$ cat src/rtl/flag_alu_pkg.sv
package flag_alu_pkg;

    localparam int WORD_W   = 32;
    localparam int FLAG_CNT = 4;

    typedef enum logic [3:0] {
        OP_ADD  = 4'd0,
        OP_ADC  = 4'd1,
        OP_SUB  = 4'd2,
        OP_SBC  = 4'd3,
        OP_AND  = 4'd4,
        OP_OR   = 4'd5,
        OP_XOR  = 4'd6,
        OP_BIC  = 4'd7,
        OP_MOV  = 4'd8,
        OP_MVN  = 4'd9,
        OP_CMP  = 4'd10,
        OP_CMN  = 4'd11,
        OP_TST  = 4'd12,
        OP_TEQ  = 4'd13,
        OP_RSV0 = 4'd14,
        OP_RSV1 = 4'd15
    } alu_op_e;

    typedef enum logic [2:0] {
        LF_AND = 3'd0,
        LF_OR  = 3'd1,
        LF_XOR = 3'd2,
        LF_BIC = 3'd3,
        LF_MOV = 3'd4,
        LF_MVN = 3'd5
    } logic_fn_e;

    typedef enum logic [1:0] {
        CLS_NONE  = 2'd0,
        CLS_ARITH = 2'd1,
        CLS_LOGIC = 2'd2
    } op_class_e;

    typedef struct packed {
        logic n;
        logic z;
        logic c;
        logic v;
    } nzcv_t;

    typedef struct packed {
        op_class_e cls;
        logic      subtract;
        logic      carry_from_flag;
        logic      fixed_cin;
        logic      writes_result;
        logic      forced_flags;
        logic_fn_e lfn;
    } op_ctrl_t;

    function automatic op_ctrl_t decode_op(input logic [3:0] code);
        op_ctrl_t d;
        d.cls             = CLS_NONE;
        d.subtract        = 1'b0;
        d.carry_from_flag = 1'b0;
        d.fixed_cin       = 1'b0;
        d.writes_result   = 1'b0;
        d.forced_flags    = 1'b0;
        d.lfn             = LF_AND;
        case (alu_op_e'(code))
            OP_ADD: begin d.cls = CLS_ARITH; d.writes_result = 1'b1; end
            OP_ADC: begin d.cls = CLS_ARITH; d.writes_result = 1'b1; d.carry_from_flag = 1'b1; end
            OP_SUB: begin d.cls = CLS_ARITH; d.writes_result = 1'b1; d.subtract = 1'b1; d.fixed_cin = 1'b1; end
            OP_SBC: begin d.cls = CLS_ARITH; d.writes_result = 1'b1; d.subtract = 1'b1; d.carry_from_flag = 1'b1; end
            OP_AND: begin d.cls = CLS_LOGIC; d.writes_result = 1'b1; d.lfn = LF_AND; end
            OP_OR:  begin d.cls = CLS_LOGIC; d.writes_result = 1'b1; d.lfn = LF_OR;  end
            OP_XOR: begin d.cls = CLS_LOGIC; d.writes_result = 1'b1; d.lfn = LF_XOR; end
            OP_BIC: begin d.cls = CLS_LOGIC; d.writes_result = 1'b1; d.lfn = LF_BIC; end
            OP_MOV: begin d.cls = CLS_LOGIC; d.writes_result = 1'b1; d.lfn = LF_MOV; end
            OP_MVN: begin d.cls = CLS_LOGIC; d.writes_result = 1'b1; d.lfn = LF_MVN; end
            OP_CMP: begin d.cls = CLS_ARITH; d.forced_flags = 1'b1; d.subtract = 1'b1; d.fixed_cin = 1'b1; end
            OP_CMN: begin d.cls = CLS_ARITH; d.forced_flags = 1'b1; end
            OP_TST: begin d.cls = CLS_LOGIC; d.forced_flags = 1'b1; d.lfn = LF_AND; end
            OP_TEQ: begin d.cls = CLS_LOGIC; d.forced_flags = 1'b1; d.lfn = LF_XOR; end
            default: d.cls = CLS_NONE;
        endcase
        return d;
    endfunction

    function automatic nzcv_t nzcv_from_bits(input logic [FLAG_CNT-1:0] bits);
        nzcv_t f;
        f.n = bits[3];
        f.z = bits[2];
        f.c = bits[1];
        f.v = bits[0];
        return f;
    endfunction

endpackage

$ cat src/rtl/flag_alu_adder.sv
module flag_alu_adder #(
    parameter int W = 32
) (
    input  logic [W-1:0] a,
    input  logic [W-1:0] b,
    input  logic         subtract,
    input  logic         cin,
    output logic [W-1:0] sum,
    output logic         carry_out,
    output logic         overflow
);
    localparam int LOW_W = W - 1;

    logic [W-1:0]   b_eff;
    logic [W:0]     full_sum;
    logic [LOW_W:0] low_sum;
    logic           carry_into_msb;

    always_comb begin
        b_eff          = subtract ? ~b : b;
        full_sum       = {1'b0, a} + {1'b0, b_eff} + {{W{1'b0}}, cin};
        low_sum        = {1'b0, a[LOW_W-1:0]} + {1'b0, b_eff[LOW_W-1:0]} + {{LOW_W{1'b0}}, cin};
        carry_into_msb = low_sum[LOW_W];
        sum            = full_sum[W-1:0];
        carry_out      = full_sum[W];
        overflow       = carry_into_msb ^ full_sum[W];
    end
endmodule

$ cat src/rtl/flag_alu_logic.sv
module flag_alu_logic
    import flag_alu_pkg::*;
#(
    parameter int W = 32
) (
    input  logic [W-1:0] a,
    input  logic [W-1:0] b,
    input  logic_fn_e    fn,
    output logic [W-1:0] y
);
    always_comb begin
        case (fn)
            LF_AND:  y = a & b;
            LF_OR:   y = a | b;
            LF_XOR:  y = a ^ b;
            LF_BIC:  y = a & ~b;
            LF_MOV:  y = b;
            LF_MVN:  y = ~b;
            default: y = '0;
        endcase
    end
endmodule

$ cat src/rtl/flag_alu_status.sv
module flag_alu_status
    import flag_alu_pkg::*;
(
    input  logic  clk,
    input  logic  rst,
    input  logic  wr_en,
    input  nzcv_t wr_flags,
    input  logic  upd_en,
    input  nzcv_t upd_flags,
    output nzcv_t flags_q
);
    always_ff @(posedge clk) begin
        if (rst) begin
            flags_q <= '0;
        end else if (wr_en) begin
            flags_q <= wr_flags;
        end else if (upd_en) begin
            flags_q <= upd_flags;
        end
    end
endmodule

$ cat src/rtl/flag_alu.sv
module flag_alu
    import flag_alu_pkg::*;
#(
    parameter int DATA_W = WORD_W
) (
    input  logic              clk,
    input  logic              rst,
    input  logic              op_valid,
    input  logic [3:0]        opcode,
    input  logic              set_flags,
    input  logic [DATA_W-1:0] operand_a,
    input  logic [DATA_W-1:0] operand_b,
    input  logic              shift_carry,
    input  logic              flag_wr_en,
    input  logic [3:0]        flag_wr_nzcv,
    output logic [DATA_W-1:0] result,
    output logic              result_valid,
    output logic [DATA_W-1:0] status_word
);
    localparam int PAD_W = DATA_W - FLAG_CNT;

    op_ctrl_t          ctrl;
    nzcv_t             flags_q;
    nzcv_t             next_flags;
    logic              adder_cin;
    logic [DATA_W-1:0] arith_val;
    logic              arith_cout;
    logic              arith_ovf;
    logic [DATA_W-1:0] logic_val;
    logic [DATA_W-1:0] op_val;
    logic              flag_upd;
    logic              res_write;
    logic [DATA_W-1:0] result_q;
    logic              valid_q;

    always_comb begin
        ctrl      = decode_op(opcode);
        adder_cin = ctrl.carry_from_flag ? flags_q.c : ctrl.fixed_cin;
    end

    flag_alu_adder #(.W(DATA_W)) u_adder (
        .a         (operand_a),
        .b         (operand_b),
        .subtract  (ctrl.subtract),
        .cin       (adder_cin),
        .sum       (arith_val),
        .carry_out (arith_cout),
        .overflow  (arith_ovf)
    );

    flag_alu_logic #(.W(DATA_W)) u_logic (
        .a  (operand_a),
        .b  (operand_b),
        .fn (ctrl.lfn),
        .y  (logic_val)
    );

    always_comb begin
        op_val       = (ctrl.cls == CLS_ARITH) ? arith_val : logic_val;
        next_flags.n = op_val[DATA_W-1];
        next_flags.z = (op_val == '0);
        if (ctrl.cls == CLS_ARITH) begin
            next_flags.c = arith_cout;
            next_flags.v = arith_ovf;
        end else begin
            next_flags.c = shift_carry;
            next_flags.v = flags_q.v;
        end
        flag_upd  = op_valid && (ctrl.cls != CLS_NONE) && (ctrl.forced_flags || set_flags);
        res_write = op_valid && ctrl.writes_result;
    end

    flag_alu_status u_status (
        .clk       (clk),
        .rst       (rst),
        .wr_en     (flag_wr_en),
        .wr_flags  (nzcv_from_bits(flag_wr_nzcv)),
        .upd_en    (flag_upd),
        .upd_flags (next_flags),
        .flags_q   (flags_q)
    );

    always_ff @(posedge clk) begin
        if (rst) begin
            result_q <= '0;
            valid_q  <= 1'b0;
        end else begin
            valid_q <= res_write;
            if (res_write) begin
                result_q <= op_val;
            end
        end
    end

    always_comb begin
        result       = result_q;
        result_valid = valid_q;
        status_word  = {flags_q, {PAD_W{1'b0}}};
    end
endmodule

$ cat config.mk
export PLATFORM = sky130hd
export DESIGN_NAME = flag_alu
export DESIGN_NICKNAME = d
export VERILOG_FILES = /design/src/rtl/flag_alu_pkg.sv /design/src/rtl/flag_alu_adder.sv /design/src/rtl/flag_alu_logic.sv /design/src/rtl/flag_alu_status.sv /design/src/rtl/flag_alu.sv
export SDC_FILE = /design/constraint.sdc
export NUM_CORES = 1
export LEC_CHECK = 0
export BUFFER_PORTS_ARGS = -buffer_cell sky130_fd_sc_hd__buf_4
export CORE_UTILIZATION = 51
export CTS_CLUSTER_DIAMETER = 40
export CTS_CLUSTER_SIZE = 25
export DETAILED_ROUTE_END_ITERATION = 10
export PLACE_DENSITY = 0.83
export SYNTH_ARGS = -nofsm -noshare
export SYNTH_HDL_FRONTEND = slang
export SYNTH_SLANG_ARGS = --single-unit
$ cat constraint.sdc
create_clock -name clk -period 5.5 [get_ports clk]
set_clock_uncertainty 0.05 [all_clocks]
set_input_delay 0.275 -clock clk [delete_from_list [all_inputs] [get_ports clk]]
set_output_delay 0.275 -clock clk [all_outputs]
set_load 0.01 [all_outputs]
==> key figures <==
Run status
  – Outcome: completed

Route
  – DR pass1 iterations: 5
  – Post-Route WL: approximately 23 mm
  – Number of vias per cell: around 6.3
  – Antenna Violating Nets Remaining: 0
  – Remaining DRCs: 0
  – DR vias: 7677
  – Starting DRC count in detailed routing: 682
  – Routed len/inst: ~19 µm

Synthesis
  – Synthesized area per cell: just under 7 µm²
  – Synth top area cells: ha_1 (12%), dfxtp_1 (11%), a21oi_1 (6.7%)
  – Yosys warning count: 0
  – Register bit total from synthesis: 37
  – Sequential area share after synthesis: between 10% and 20%
  – Mapped Cells: 985
  – Most common cell in the netlist: nand2_1
  – Dominant cell type by area after synthesis: ha_1
  – Yosys top cell area share: a little under an eighth
  – FFs w/ async S/R, synth: 0%
  – Post-Syn Area: between 0.006 and 0.007 mm²
  – Primary FF master, synth: dfxtp_1
  – Post-synth EDFFs: 0
  – Top cells by instance count after synthesis: nand2_1 (111), a21oi_1 (90), inv_1 (77), o21ai_0 (76)
  – Netlist cell types: 80

Critical path
  – Delay-heaviest family, CP: simple AND/OR/NAND/NOR gates
  – Critical Path Stages: 18
  – Crit path kind: in -> reg
  – Required @ worst endpoint: 5.66 ns
  – Largest stage delay, worst path: between 0.4 and 0.5 ns
  – CP arrival: around 5 ns
  – CP Max Fanout: 39
  – CP Buf/Inv Count: 4
  – Crit path capture type: flip-flop
  – CP Cell Sequence: buf_4 -> nor2b_1 -> o21ai_4 -> buf_4 -> xnor2_1 -> inv_1 -> fa_1 -> nor2b_1 -> o2111ai_1 -> a2111oi_1 -> buf_4 -> nand3_1 -> and4_1 -> nand4bb_1 -> or4_1 -> nor4_1 -> or4b_1 -> o21ai_1
  – CP Launch Type: primary input
  – CP max stage cell: a2111oi_1
  – Most frequent CP cell: buf_4
  – R2R cell count: 15

Hold path
  – HP Class: in -> reg
  – Hold Path Stages: 2

CTS
  – CTS Buf Count: 5
  – Clock Sinks: 37
  – Clk Latency, worst-skew pair: about 0.27 ns
  – Clock buffer depth: 2
  – Post CTS Setup Buffer Count: 0
  – Htree depth: 2
  – # resized after CTS: 0
  – Cts-stage hold buffer count: 0
  – CTS clock-pin slew for the worst setup and hold paths: roughly 0.050 ns
  – CTS root buf: clkbuf_16
  – CTS tree: yes

Die
  – Die height: 116 µm
  – Cell Rows: ~40
  – Die area: 0.0136 mm²
  – Core ar.: 0.0127 mm²
  – Initial core utilization: 52.5%
  – IO Pins: between 100 and 150
  – Die W: approximately 120 µm

STA
  – Setup violations, final: 0
  – Min Clock Period, post-route: between 4 and 5 ns
  – RSZ-0062 raised after global routing: false
  – Final hold violations: 0
  – Final period util: about nine tenths
  – Worst slew pin tran: 0.917 ns
  – Post-Route Setup TNS: 0 ns
  – Min Hold Slack: about 0.21 ns
  – FMAX: 0.206 GHz
  – Slew Limit Fails: 0
  – Slew HR: 38.7%

GRT
  – Met1 Usage GRT: between 40% and 50%
  – Number of global-route vias before repair: about 7000
  – Tot GR Track Use: 34.1%
  – Gr busiest metal: met2
  – Largest net degree at the start of global routing: 66
  – M2 GR Usage: between 50 and 60%
  – Global-route wire length before repair: between 30 and 40 mm
  – Met3 GRT Util: between 3 and 4%
  – Initial antenna violation count: 0
  – Grt total ovfl: 0

Placement
  – PortBufs: 114
  – Post-detail-place hpwl: between 15 and 20 mm
  – GP Congestion: 1.04
  – Dpl cells: 1215

Cells and area
  – Layout cell share with drive strength beyond 1: 13.6%
  – Nets: between 1000 and 1500
  – Area delta synth->final: 13.6%
  – Fill cells: ~1300
  – Fin cells: between 1000 and 1500
  – Inserted Diodes: 0

Power
  – Post-layout power: approximately 1.4 mW
  – P per Cell Area: around 190 mW/mm²
  – Lkg Pwr: 3.44 nW
  – Max VDD drop: about 0.13 mV

Run
  – Max Cap Viol: 0
layout by cell type, fill, tap and decap left out, types with 13 or more instances in the layout:
cell type,instances
ha_1,64
nand3_1,27
xnor2_1,50
nand2_1,111
o21ai_0,76
nand4_1,13
inv_1,77
xor2_1,24
dfxtp_1,37
buf_4,129
a21oi_1,90
conb_1,28
nor2_1,63
a21o_1,13
nor3_1,13
a31oi_1,14
routing by layer:
layer  part of all wire (%)  up-vias
met5                      0        -
met1                     40     3521
met4                    7.8        0
met3                    7.1      105
li1                       -     3649
met2                     45      402
cell families after synthesis:
| family | share of synthesized area, % |
|---|---|
| other cells | 0.0561 |
| fa+ha+maj | 12.6 |
| buf+inv | 12.4 |
| flops | 11.1 |
| mux | 0.449 |
| simple gates | 20.7 |
| compound gates | 33.1 |
| xor+xnor | 9.70 |
state kept, by name, indices dropped and copies added (netlist names):
name and count:
result 32, result_valid 1, u_status.flags_q 4
stage by stage:
step / util (%) / setup slack [ns] / area [µm²]
2_1_floorplan: - / 0.126 / 6780
3_3_place_gp: 58.6 / 0.628 / 7450
5_1_grt: 59.6 / 0.339 / 7590
6_report: 59.6 / 0.635 / 7590
4_1_cts: 59.6 / 0.731 / 7590
3_5_place_dp: 58.6 / 0.475 / 7450
final timing paths:
path / from / to / slack (ns)
setup / recovery: opcode[1] / u_status.flags_q[2]$_SDFFE_PP0P_ / 0.64
hold / removal: flag_wr_en / u_status.flags_q[1]$_SDFFE_PP0P_ / 0.21
setup reg to reg: u_status.flags_q[1]$_SDFFE_PP0P_ / u_status.flags_q[2]$_SDFFE_PP0P_ / 1.03
hold reg to reg: result[18]$_SDFFE_PP0P_ / result[18]$_SDFFE_PP0P_ / 0.41
area by class of cell:
type	instances	area (µm²)	share of cell area (%)
sequential	37	741	9.76
clock buffer	8	136	1.80
timing repair buffer	129	968	12.8
tap	172	215	2.84
multi-input combinational	798	5230	68.9
inverter	79	297	3.91
worst reg2reg max path: stages, from the launching register on:
cell	delay, ns
dfxtp_1	0.49
a21o_1	0.16
nand2_1	0.06
fa_1	0.41
fa_1	0.44
nor2b_1	0.13
o2111ai_1	0.17
a2111oi_1	0.49
buf_4	0.21
nand3_1	0.07
and4_1	0.23
nand4bb_1	0.16
or4_1	0.46
nor4_1	0.27
or4b_1	0.47
o21ai_1	0.14
report_power, final:
part           internal [mW]  total (mW)  leakage (nW)  switching (mW)
Clock                  0.168       0.266        0.0652          0.0974
Combinational          0.328       0.835          3.07           0.507
Sequential             0.291       0.305         0.304          0.0138
Total                  0.788        1.41          3.44           0.618
No activity file was read; power rests on OpenSTA's default activity.
